$ cat config.mk
export PLATFORM = sky130hd
export DESIGN_NAME = act_timing_guard
export DESIGN_NICKNAME = d
export VERILOG_FILES = /design/src/rtl/act_guard_pkg.sv /design/src/rtl/bank_tracker.sv /design/src/rtl/rrd_timer.sv /design/src/rtl/act_timing_guard.sv
export SDC_FILE = /design/constraint.sdc
export NUM_CORES = 1
export LEC_CHECK = 0
export CORE_ASPECT_RATIO = 1.25
export CORE_MARGIN = 1.5
export CORE_UTILIZATION = 30
export DETAILED_ROUTE_END_ITERATION = 10
export PLACE_DENSITY_LB_ADDON = 0.08
export SLEW_MARGIN = 20
export SYNTH_ARGS = -nofsm -noshare
export SYNTH_HDL_FRONTEND = slang
export SYNTH_HIERARCHICAL = 1
export SYNTH_SLANG_ARGS = --single-unit
$ cat constraint.sdc
create_clock -name clk -period 2.9 [get_ports clk]
set_input_delay 0.725 -clock clk [delete_from_list [all_inputs] [get_ports clk]]
set_output_delay 0.725 -clock clk [all_outputs]
set_load 0.05 [all_outputs]
$ cat src/rtl/act_guard_pkg.sv
package act_guard_pkg;

    typedef enum logic [2:0] {
        OP_NOP = 3'd0,
        OP_ACT = 3'd1,
        OP_RD  = 3'd2,
        OP_WR  = 3'd3,
        OP_PRE = 3'd4
    } op_e;

    // Integer ceiling division used to turn picosecond limits into cycles
    function automatic int ceil_div(input int num, input int den);
        return (num + den - 1) / den;
    endfunction

endpackage

$ cat src/rtl/bank_tracker.sv
module bank_tracker #(
    parameter int ROW_W   = 13,
    parameter int RC_CYC  = 14,
    parameter int RCD_CYC = 4
) (
    input  logic             clk,
    input  logic             rst_n,
    input  logic             act_fire,
    input  logic             pre_fire,
    input  logic [ROW_W-1:0] act_row,
    output logic             is_open,
    output logic             rc_clear,
    output logic             rcd_clear,
    output logic [ROW_W-1:0] open_row
);
    localparam int RC_W  = $clog2(RC_CYC + 1);
    localparam int RCD_W = $clog2(RCD_CYC + 1);
    localparam logic [RC_W-1:0]  RC_LOAD  = RC_W'(RC_CYC - 1);
    localparam logic [RCD_W-1:0] RCD_LOAD = RCD_W'(RCD_CYC - 1);

    typedef struct packed {
        logic             open;
        logic [ROW_W-1:0] row;
        logic [RC_W-1:0]  rc;
        logic [RCD_W-1:0] rcd;
    } bank_st_t;

    bank_st_t st_d, st_q;

    always_comb begin
        st_d = st_q;
        if (st_q.rc  != '0) st_d.rc  = st_q.rc  - 1'b1;
        if (st_q.rcd != '0) st_d.rcd = st_q.rcd - 1'b1;
        if (act_fire) begin
            st_d.open = 1'b1;
            st_d.row  = act_row;
            st_d.rc   = RC_LOAD;
            st_d.rcd  = RCD_LOAD;
        end else if (pre_fire) begin
            st_d.open = 1'b0;
        end
    end

    always_ff @(posedge clk) begin
        if (!rst_n) st_q <= '0;
        else        st_q <= st_d;
    end

    assign is_open   = st_q.open;
    assign rc_clear  = (st_q.rc == '0);
    assign rcd_clear = (st_q.rcd == '0);
    assign open_row  = st_q.row;

    // an activate is only let through to a closed bank
    p_act_closed_r5: assert property (@(posedge clk) disable iff (!rst_n)
        act_fire |-> !st_q.open);

    // a precharge leaves the bank closed from the next cycle
    p_pre_closes_r9: assert property (@(posedge clk) disable iff (!rst_n)
        (pre_fire && !act_fire) |=> !is_open);

    generate
        if (RC_CYC > 1) begin : g_rc_chk
            // the same-bank spacing window is running after an activate
            p_rc_armed_r6: assert property (@(posedge clk) disable iff (!rst_n)
                act_fire |=> !rc_clear);
        end
        if (RCD_CYC > 1) begin : g_rcd_chk
            // access is blocked right after an activate
            p_rcd_armed_r4: assert property (@(posedge clk) disable iff (!rst_n)
                act_fire |=> !rcd_clear);
        end
    endgenerate

endmodule

$ cat src/rtl/rrd_timer.sv
module rrd_timer #(
    parameter int RRD_CYC = 3
) (
    input  logic clk,
    input  logic rst_n,
    input  logic act_fire,
    output logic rrd_clear
);
    localparam int CNT_W = $clog2(RRD_CYC + 1);
    localparam logic [CNT_W-1:0] LOAD = CNT_W'(RRD_CYC - 1);

    typedef struct packed {
        logic [CNT_W-1:0] cnt;
    } rrd_st_t;

    rrd_st_t st_d, st_q;

    always_comb begin
        st_d = st_q;
        if (act_fire)            st_d.cnt = LOAD;
        else if (st_q.cnt != '0) st_d.cnt = st_q.cnt - 1'b1;
    end

    always_ff @(posedge clk) begin
        if (!rst_n) st_q <= '0;
        else        st_q <= st_d;
    end

    assign rrd_clear = (st_q.cnt == '0);

    // activates never pass while the cross-bank window is running
    p_rrd_gap_r7: assert property (@(posedge clk) disable iff (!rst_n)
        act_fire |-> rrd_clear);

endmodule

$ cat src/rtl/act_timing_guard.sv
module act_timing_guard
    import act_guard_pkg::*;
#(
    parameter int CLK_PS   = 5000,
    parameter int T_RC_PS  = 67000,
    parameter int T_RCD_PS = 19000,
    parameter int T_RRD_PS = 15000,
    parameter int BANKS    = 4,
    parameter int ROW_W    = 13,
    parameter int COL_W    = 10
) (
    input  logic                     clk,
    input  logic                     rst_n,
    input  logic                     req_valid,
    input  logic [2:0]               req_op,
    input  logic [$clog2(BANKS)-1:0] req_bank,
    input  logic [ROW_W-1:0]         req_row,
    input  logic [COL_W-1:0]         req_col,
    output logic                     req_ready,
    output logic                     cmd_valid,
    output logic [2:0]               cmd_op,
    output logic [$clog2(BANKS)-1:0] cmd_bank,
    output logic [ROW_W-1:0]         cmd_addr,
    output logic [ROW_W-1:0]         cmd_row
);
    localparam int RC_CYC  = (ceil_div(T_RC_PS,  CLK_PS) < 1) ? 1 : ceil_div(T_RC_PS,  CLK_PS);
    localparam int RCD_CYC = (ceil_div(T_RCD_PS, CLK_PS) < 1) ? 1 : ceil_div(T_RCD_PS, CLK_PS);
    localparam int RRD_CYC = (ceil_div(T_RRD_PS, CLK_PS) < 1) ? 1 : ceil_div(T_RRD_PS, CLK_PS);

    logic [BANKS-1:0] open_v, rc_v, rcd_v, act_v, pre_v;
    logic [ROW_W-1:0] row_v [BANKS];
    logic             rrd_ok;
    op_e              op;
    logic             fire;

    always_comb begin
        case (req_op)
            3'd1:    op = OP_ACT;
            3'd2:    op = OP_RD;
            3'd3:    op = OP_WR;
            3'd4:    op = OP_PRE;
            default: op = OP_NOP;
        endcase
    end

    always_comb begin
        case (op)
            OP_ACT:        req_ready = !open_v[req_bank] && rc_v[req_bank] && rrd_ok;
            OP_RD, OP_WR:  req_ready = open_v[req_bank] && rcd_v[req_bank];
            default:       req_ready = 1'b1;
        endcase
    end

    assign fire      = req_valid && req_ready;
    assign cmd_valid = fire;
    assign cmd_op    = op;
    assign cmd_bank  = req_bank;
    assign cmd_addr  = (op == OP_ACT) ? req_row : ROW_W'(req_col);
    assign cmd_row   = (op == OP_ACT) ? req_row : row_v[req_bank];

    generate
        for (genvar b = 0; b < BANKS; b++) begin : g_bank
            assign act_v[b] = fire && (op == OP_ACT) && (req_bank == b);
            assign pre_v[b] = fire && (op == OP_PRE) && (req_bank == b);

            bank_tracker #(
                .ROW_W  (ROW_W),
                .RC_CYC (RC_CYC),
                .RCD_CYC(RCD_CYC)
            ) i_bank (
                .clk      (clk),
                .rst_n    (rst_n),
                .act_fire (act_v[b]),
                .pre_fire (pre_v[b]),
                .act_row  (req_row),
                .is_open  (open_v[b]),
                .rc_clear (rc_v[b]),
                .rcd_clear(rcd_v[b]),
                .open_row (row_v[b])
            );
        end
    endgenerate

    rrd_timer #(
        .RRD_CYC(RRD_CYC)
    ) i_rrd (
        .clk      (clk),
        .rst_n    (rst_n),
        .act_fire (fire && (op == OP_ACT)),
        .rrd_clear(rrd_ok)
    );

    // idle requests are never held back
    p_nop_ready_r2: assert property (@(posedge clk) disable iff (!rst_n)
        (req_valid && op == OP_NOP) |-> req_ready);

    // accesses go out only to banks that hold an open row
    p_acc_open_r3: assert property (@(posedge clk) disable iff (!rst_n)
        (cmd_valid && (cmd_op == OP_RD || cmd_op == OP_WR)) |-> open_v[cmd_bank]);

    // accesses go out only once the activate-to-access window has ended
    p_acc_rcd_r4: assert property (@(posedge clk) disable iff (!rst_n)
        (cmd_valid && (cmd_op == OP_RD || cmd_op == OP_WR)) |-> rcd_v[cmd_bank]);

    // nothing is forwarded without a request
    p_fwd_req_r8: assert property (@(posedge clk) disable iff (!rst_n)
        cmd_valid |-> req_valid);

endmodule

After elaboration in Yosys (flattened, before gate mapping)
Index checks and enable logic that the tools add are counted.
Widths: inputs -> output; s select.
{ "totals": {"ff_bits": 86, "inputBits": 31, "output_inout_bits": 33, "word_cells": 138} }
{ "op_classes": {"add_sub_neg": 9, "order_cmp": 2, "n_eq_ne": 11, "muxes": 35, "bitwise": 2, "reduce_logical": 53} }
{ "op_table": {"columns": ["op", "n"], "rows": [
  ["$mux 13", 4],
  ["$mux 7", 4],
  ["$reduce_bool 2->1", 14],
  ["$bmux 13 s2", 1],
  ["$logic_not 4->1", 4],
  ["$mux 4", 4],
  ["$reduce_bool 4->1", 4],
  ["$sub 4x1->4 const B", 4],
  ["$logic_and 1x1->1", 14],
  ["$eq 3x2->1 const B", 4],
  ["$logic_not 3->1", 4],
  ["$mux 3", 4],
  ["$pmux 3 s4", 1],
  ["$reduce_bool 3->1", 4],
  ["$reduce_or 2->1", 6],
  ["$sub 3x1->3 const B", 4],
  ["$mux 1", 11],
  ["$bmux 1 s2", 3],
  ["$eq 3x1->1 const B", 2],
  ["$eq 3x3->1 const B", 2],
  ["$eq 2x2->1 const B", 2],
  ["$logic_not 2->1", 2],
  ["$mux 2", 2],
  ["$ge 3x3->1 const B", 1],
  ["7 further kinds", 7]
]} }

Depth between registers and ports, before layout
Gate-level depths: netlist (run 1).
{ "depth": {"word_depth": 11, "mapped_depth": 11, "depth_no_buf": 9} }

Cells and area by module
The synthesis (run 1) kept the hierarchy.
{ "by_module_without_submodules": {"columns": ["mod", "instances", "cells_each", "area_per_inst_um2", "seq_area_each_um2"], "rows": [
  ["bank_tracker", 4, 94, 923.4, 420.4],
  ["act_timing_guard", 1, 114, 807.0, 0.0],
  ["rrd_timer", 1, 6, 67.6, 40.0]
]} }

Worst setup path after synthesis (run 1)
No wires, ideal clock.
{ "synth_timing": {"kind": "input port to output port", "start": "in req_op[1]", "end": "out cmd_valid", "t_arrival_ns": 2.916, "required_ns": 2.175, "path_slack_ns": -0.741, "cell_stages": 3, "path_buffers": 0, "cell_sequence": "nor2b_1 -> a31oi_1 -> nor3b_1"} }
{ "synth_between": {"elab_chain_cells": 6, "elab_cells_between_ends": 11, "classes_between": "eq/ne: 7; mux: 2; reduce/logical: 2"} }
{ "synth_lines": {"columns": ["item", "line_no", "source"], "rows": [
  ["from (decl)", "act_timing_guard.sv:15", "input logic [2:0] req_op,"],
  ["$eq 3x3->1 (tied with other cells)", "act_timing_guard.sv:37", "case (req_op)"],
  ["$pmux 3 s4 (*)", "act_timing_guard.sv:37", null],
  ["$eq 3x2->1", "act_timing_guard.sv:47", "case (op)"],
  ["$reduce_or 2->1", "act_timing_guard.sv:47", null],
  ["$pmux 1 s2 (*)", "act_timing_guard.sv:47", null],
  ["$logic_and 1x1->1 (*)", "act_timing_guard.sv:54", "assign fire = req_valid && req_ready;"],
  ["to (decl)", "act_timing_guard.sv:20", "output logic cmd_valid,"]
]} }
Mark *: on every way between the ends. The rest lies on a longest branch, timed or not.

Final worst setup path (run 1)
Same ends and word-level chain as after synthesis.

==> impl_metrics.tcl, run 1 <==
set metrics [dict create \
    synth_cell_types 34 \
    io_buffers 63 \
    end_kind "primary output" \
    powerDensity_nw_per_um2 681 \
    ys_top_cells_by_count "dfxtp_1, nor2_1, mux2i_1" \
    nets 576 \
    synth-edff-count 0 \
    dp_slack_ns -0.232 \
    syn_to_final_growth_pct 35.3 \
    synth_area_leader_cell "dfxtp_1" \
    grt_setup_unrepaired "false" \
    viasPerCell 4.76 \
    die_y_um 141 \
    ys_seq_area_share_pct 37.7 \
    fin_skew_ns 0.00479 \
    postLayoutCoreUtil_pct 41.3 \
    synthMuxAreaShare_pct 19.7 \
    finalSetupViolCount 0 \
    tightest_slew_ns 0.924 \
    synth-seq-cells 86 \
    overflow 0 \
    antenna_found_initial 0 \
    cp_data_arrival_time_ns 2.11 \
    ys_warn_count 6 \
    min-delay-start "g_bank[1].i_bank/open_row[10]" \
    cts_buffer_depth 2 \
    min_path_type "reg2reg" \
    ant_nets 0 \
    relSlewSlack_pct 38.3 \
    clk_pin_slew_ns 0.06 \
    cpPeakStageDelay_ns 0.58 \
    cts_tree "done" \
    r2r_slack_ns 0.56 \
    clock_latency_ns 0.35 \
    cts_sinks 86 \
    vdd_drop_max_uv 293 \
    drc 0 \
    crit_slowest_cell "clkdlybuf4s50_1" \
    p_int_uw 2920 \
    reg2reg_depth 11 \
    p_switching_uw 1290 \
    switching_share_pct 30.6 \
    pwr-share-comb_pct 35.7 \
    first_pass_iters 4 \
    ys_top_cells_by_area "dfxtp_1, mux2i_1, buf_4, nor2_1, nand2_1" \
    pwr-share-seq_pct 34.9 \
    synth-compound-area-share_pct 6.24 \
    hold_viol_final 0 \
    num_vias 3445 \
    criticalPathCategory "in2out" \
    synth-simple-area-share_pct 18.9 \
    fmax_mhz 353 \
    postPlaceCellArea_um2 5570 \
    startpoint_type "input port" \
    p_leak_uw 0.00245 \
    synth_xor_area_share_pct 1.53 \
    grt_pass1_wl_um 18900 \
    synth_top_flop_cell "dfxtp_1" \
    postSynthCellCount 496 \
    required_ns 2.17 \
    setup_slack_ns 0.0635 \
    cp_max_fo 5 \
    htreeDepth 3 \
    gp_congestion 0.728 \
    wirelength_um 12000 \
    worstReg2RegStart "g_bank[1].i_bank/st_q[4]" \
    status "finished, final reports clean" \
    syn_nets 535 \
    async_reset_ff_share_pct 0 \
    synth_top_family_by_area "multiplexers" \
    drv_slew 0 \
    netlist_area_um2 4570 \
    cts_hold_buf 0 \
    die_area_um2 16000 \
    numCtsBuffers 9 \
    power_frac_clock_pct 29.4 \
    fillers 1476 \
    start_util_pct 30.6 \
    track_usage_pct 15.8 \
    path_cells "clkdlybuf4s50_1 -> nand2b_4 -> buf_6 -> a21oi_2 -> nor3b_2 -> clkbuf_16" \
    worstSetupStartpoint "req_op[1]" \
    yosysMostFrequentCell "dfxtp_1" \
    postSynthAreaPerCell_um2 9.21 \
    fin_area_um2 6180 \
    core.rowCount 50 \
    grt_pass1_vias 3416 \
    period_needed_ns 2.84 \
    drive_gt1_share_pct 27.3 \
    hold_path_depth 2 \
    antenna_cells 0 \
    period_share_pct 97.8 \
    cap_violations 0 \
    first_iter_violations 75 \
    synth_top_area_share_pct 37.7 \
    io_pins 64 \
    clockRootBuffer "clkbuf_16" \
    die_w_um 113 \
    wire_per_inst_um 16.5 \
    core-area_um2 15000 \
    dpl.hpwl_um 7990 \
    synthAdderAreaFrac_pct 2.19 \
    grt_max_degree 22 \
]
layer usage:
layer  global-route usage [%]  up-vias  part of all wire (%)
met1                     19.2     1654                    44
met3                     2.58       12                   3.8
met5                        0        -                     0
met4                     7.30        0                   1.9
li1                         -     1705                     -
met2                     27.1       74                    51
cell type report:
cell class	instances	area (µm²)	share of cell area, %
clock buffers	14	284	4.60
clock inverters	2	37.5	0.607
inverters	22	82.6	1.34
multi-input cells	310	2350	38.0
flip-flops and latches	86	1730	28.0
well taps	182	228	3.68
repair buffers	108	1470	23.7
final timing paths:
check / end
setup / recovery: cmd_valid
hold / removal: g_bank[1].i_bank/open_row[10]
setup reg to reg: g_bank[0].i_bank/open_row[11]
hold reg to reg: g_bank[1].i_bank/open_row[10]
placed cells by master, fill, tap and decap left out, types with 3 or more instances in the layout:
cell type,instances
mux2i_1,56
dfxtp_2,8
a2111oi_2,4
clkbuf_8,4
xor2_1,4
buf_12,39
nor2b_1,6
ha_4,4
nor2b_4,5
inv_1,14
buf_4,30
xnor2_1,4
a31oi_1,8
nand3b_1,4
nand2b_1,9
dlygate4sd2_1,3
a21oi_1,21
nor3_1,9
nand2_1,55
mux4_2,7
nor3b_4,4
o21ai_0,4
ha_1,4
or4_1,4
mux4_1,7
nor2_1,69
inv_2,8
clkdlybuf4s50_1,26
dfxtp_1,78
a21o_1,3
clkbuf_16,11
buf_6,3
nor2_2,3
logic make-up (layout without fill, tap and decap cells):
group                    count (synthesis)  count (layout)
XOR/XNOR                                 8               8
flip-flops                              86              86
adder cells (fa/ha/maj)                  8               8
AND/OR/NAND/NOR                        180             180
buffers and inverters                  100             146
AO/OA/AOI/OAI                           44              44
multiplexers                            70              70
stage by stage:
| step | hold WS (ns) | power [µW] | instances | setup TNS, ns |
|---|---|---|---|---|
| after global placement | 0.468 | 2730 | 694 | -4.54 |
| after floorplan | 0.462 | 2400 | 496 | 0 |
| after global routing | 0.514 | 4490 | 724 | 0 |
| final | 0.482 | 4210 | 724 | 0 |
| after CTS | 0.488 | 4140 | 721 | 0 |
| after detailed placement | 0.473 | 2770 | 694 | -4.90 |
registers in the layout (all words and copies together) (netlist names):
signal and count:
g_bank.i_bank/is_open 4, i_rrd/st_q 2, g_bank.i_bank/st_q 28, g_bank.i_bank/open_row 52
power by group through the flow:
stage | registers [µW] | logic, µW | clock network, µW
after floorplan | 1450 | 944 | 0
after global placement | 1470 | 1260 | 0
after detailed placement | 1480 | 1290 | 0
after CTS | 1450 | 1420 | 1270
after global routing | 1490 | 1670 | 1330
final | 1470 | 1500 | 1240
timing repair:
action                     in CTS  in global routing
cloned                          3                  1
resized for setup              24                 26
setup buffers                   8                  2
pin swaps                       3                  5
setup endpoints to repair      26                  5
worst max-delay path, delay by kind of cell:
family	cells	cell delay, ns
and+or+nand+nor	2	0.42
buffers and inverters	3	0.91
AOI/OAI and AO/OA	1	0.05
(Power assumes the default switching activity.)
==> run 2: changes to the inputs <==
Settings changed: CORE_UTILIZATION 30 to 55, CTS_CLUSTER_DIAMETER set to 80.
==> run 2 against run 1 <==
  * Clock skew rose by 0.0029 ns
  * Global-route usage grew 8.5 points
  * Clock power shrank 28%
  * Clock-buffer cell count fell by 4
  * Combinational power barely moved
  * Die area is 45% lower
  * Via count decreased by 0.87%
  * Design area decreased by 6.7%
  * Critical endpoint unchanged
==> impl_metrics.tcl, run 2 (same netlist as run 1, synthesis figures left out) <==
set metrics [dict create \
    status "finished, final reports clean" \
    cap_violations 0 \
    viasPerCell 5.41 \
    clock_latency_ns 0.36 \
    switching_share_pct 31.5 \
    p_switching_uw 1210 \
    period_needed_ns 2.86 \
    die_area_um2 8870 \
    grt_setup_unrepaired "true" \
    setup_tns_ns 0 \
    num_vias 3415 \
    cts_hold_buf 0 \
    ant_nets 0 \
    total_power_uw 3850 \
    hold_path_depth 2 \
    final_common_cell "dfxtp_1" \
    drc 0 \
    clockRootBuffer "clkbuf_8" \
    dpl.hpwl_um 6920 \
    p_int_uw 2630 \
    final_cell_mix "dfxtp_1, nor2_1, mux2i_1, nand2_1, buf_4" \
    finalSetupViolCount 0 \
    gr-max-usage-layer "met2" \
    wirelength_um 10300 \
    startpoint_type "input port" \
    antenna_found_initial 0 \
    numCtsBuffers 9 \
    cts_tree "done" \
    cp_data_arrival_time_ns 2.14 \
    grt_max_degree 22 \
    first_iter_violations 166 \
    fmax_mhz 349 \
    cp_max_fo 8 \
    worstSetupStartpoint "req_bank[0]" \
    worstReg2RegStart "g_bank[3].i_bank/st_q[3]" \
    grt_util_met1_pct 29.5 \
    io_pins 64 \
    power_frac_clock_pct 23.4 \
    vdd_drop_max_uv 384 \
    hold_viol_final 0 \
    reg2reg_depth 11 \
    grtUsageMet3_pct 5.77 \
    cts_buffer_depth 2 \
    grt_pass1_wl_um 16800 \
    htreeDepth 3 \
    required_ns 2.17 \
    wire_per_inst_um 16.4 \
    cts_sinks 86 \
    overflow 0 \
    drive_gt1_share_pct 27.5 \
    start_util_pct 56.1 \
    io_buffers 63 \
    first_pass_iters 4 \
    track_usage_pct 24.3 \
    relSlewSlack_pct 39.3 \
    gp_congestion 0.802 \
    pwr-share-seq_pct 38.3 \
    core-area_um2 8150 \
    antenna_cells 0 \
    syn_to_final_growth_pct 26.3 \
    grt_pass1_vias 3435 \
    fin_skew_ns 0.00769 \
    drv_slew 0 \
    tightest_slew_ns 0.910 \
    grtUsageMet2_pct 42.2 \
    p_leak_uw 0.00234 \
    powerDensity_nw_per_um2 667 \
    min_path_type "reg2reg" \
    period_share_pct 98.7 \
    criticalPathCategory "in2out" \
    end_kind "primary output" \
    min-delay-start "g_bank[0].i_bank/open_row[12]" \
    core.rowCount 37 \
    clk_pin_slew_ns 0.07 \
    pwr-share-comb_pct 38.3 \
    largest_reg_flops 52 \
    die_y_um 105 \
    postLayoutCoreUtil_pct 70.8 \
    die_w_um 84.5 \
    nets 570 \
]
==> run 2: changes by cell type in the layout (fill, tap and decap cells not counted), sizes merged <==
cell           before  now
buf                75   70
bufinv              1    2
clkinv              0    1
dlygate4sd2         3    1
clkbuf             16   11
bufbuf              2    1
dlymetal6s2s        0    3
clkdlybuf4s50      26   25
clkdlybuf4s15       0    1
==> run 2: worst max-delay path, cell delays in order <==
cell             delay (ns)
clkdlybuf4s15_2        0.23
buf_12                 0.16
inv_2                  0.06
mux4_2                 0.51
a21oi_2                0.18
nor3b_2                0.08
clkbuf_16              0.18
==> run 2: routing by layer <==
layer,vias to the layer above,part of all wire [%]
met5,-,0
met4,0,1.6
met3,13,5.5
met2,96,51
met1,1626,42
li1,1680,-
==> run 2: worst paths after layout <==
kind	slack [ns]	endpoint
setup / recovery	0.04	cmd_valid
hold / removal	0.49	g_bank[0].i_bank/open_row[12]
setup reg to reg	0.44	g_bank[3].i_bank/open_row[10]
hold reg to reg	0.49	g_bank[0].i_bank/open_row[12]
==> run 2: metrics by stage <==
stage | worst slack, ns | hold WS [ns] | cells | cell area (µm²)
floorplan | 0.0475 | 0.462 | 496 | 4590
global placement | -0.201 | 0.463 | 608 | 5290
detailed placement | -0.228 | 0.474 | 608 | 5290
CTS | 0.00225 | 0.490 | 629 | 5610
global route | -0.0205 | 0.519 | 631 | 5770
finish | 0.0367 | 0.490 | 631 | 5770
==> run 2: final cells by class <==
class	instances	area, µm²
fillers	636	2380
inverters	22	82.6
multi-input cells	310	2360
well taps	97	121
clock inverters	4	72.6
clock buffers	10	138
repair buffers	102	1260
flip-flops and latches	86	1730
==> run 2: power groups by stage <==
stage	Combinational, µW	Clock (µW)	Sequential, µW
final	1470	899	1470
after global routing	1610	973	1490
after CTS	1350	924	1450
after detailed placement	1250	0	1470
after global placement	1210	0	1470
after floorplan	944	0	1450
==> run 2: what timing repair did <==
item	CTS	global route
endpoints found under the setup margin	21	25
resized for setup	15	47
pin swaps	2	8
gates cloned	1	0
setup buffers	6	2
==> run 3: changes to the inputs <==
Settings changed: CTS_CLUSTER_SIZE set to 8, SKIP_LAST_GASP set to 1.
==> results of run 3 <==
Final layout, timing and power as in run 2 (identical DEF).
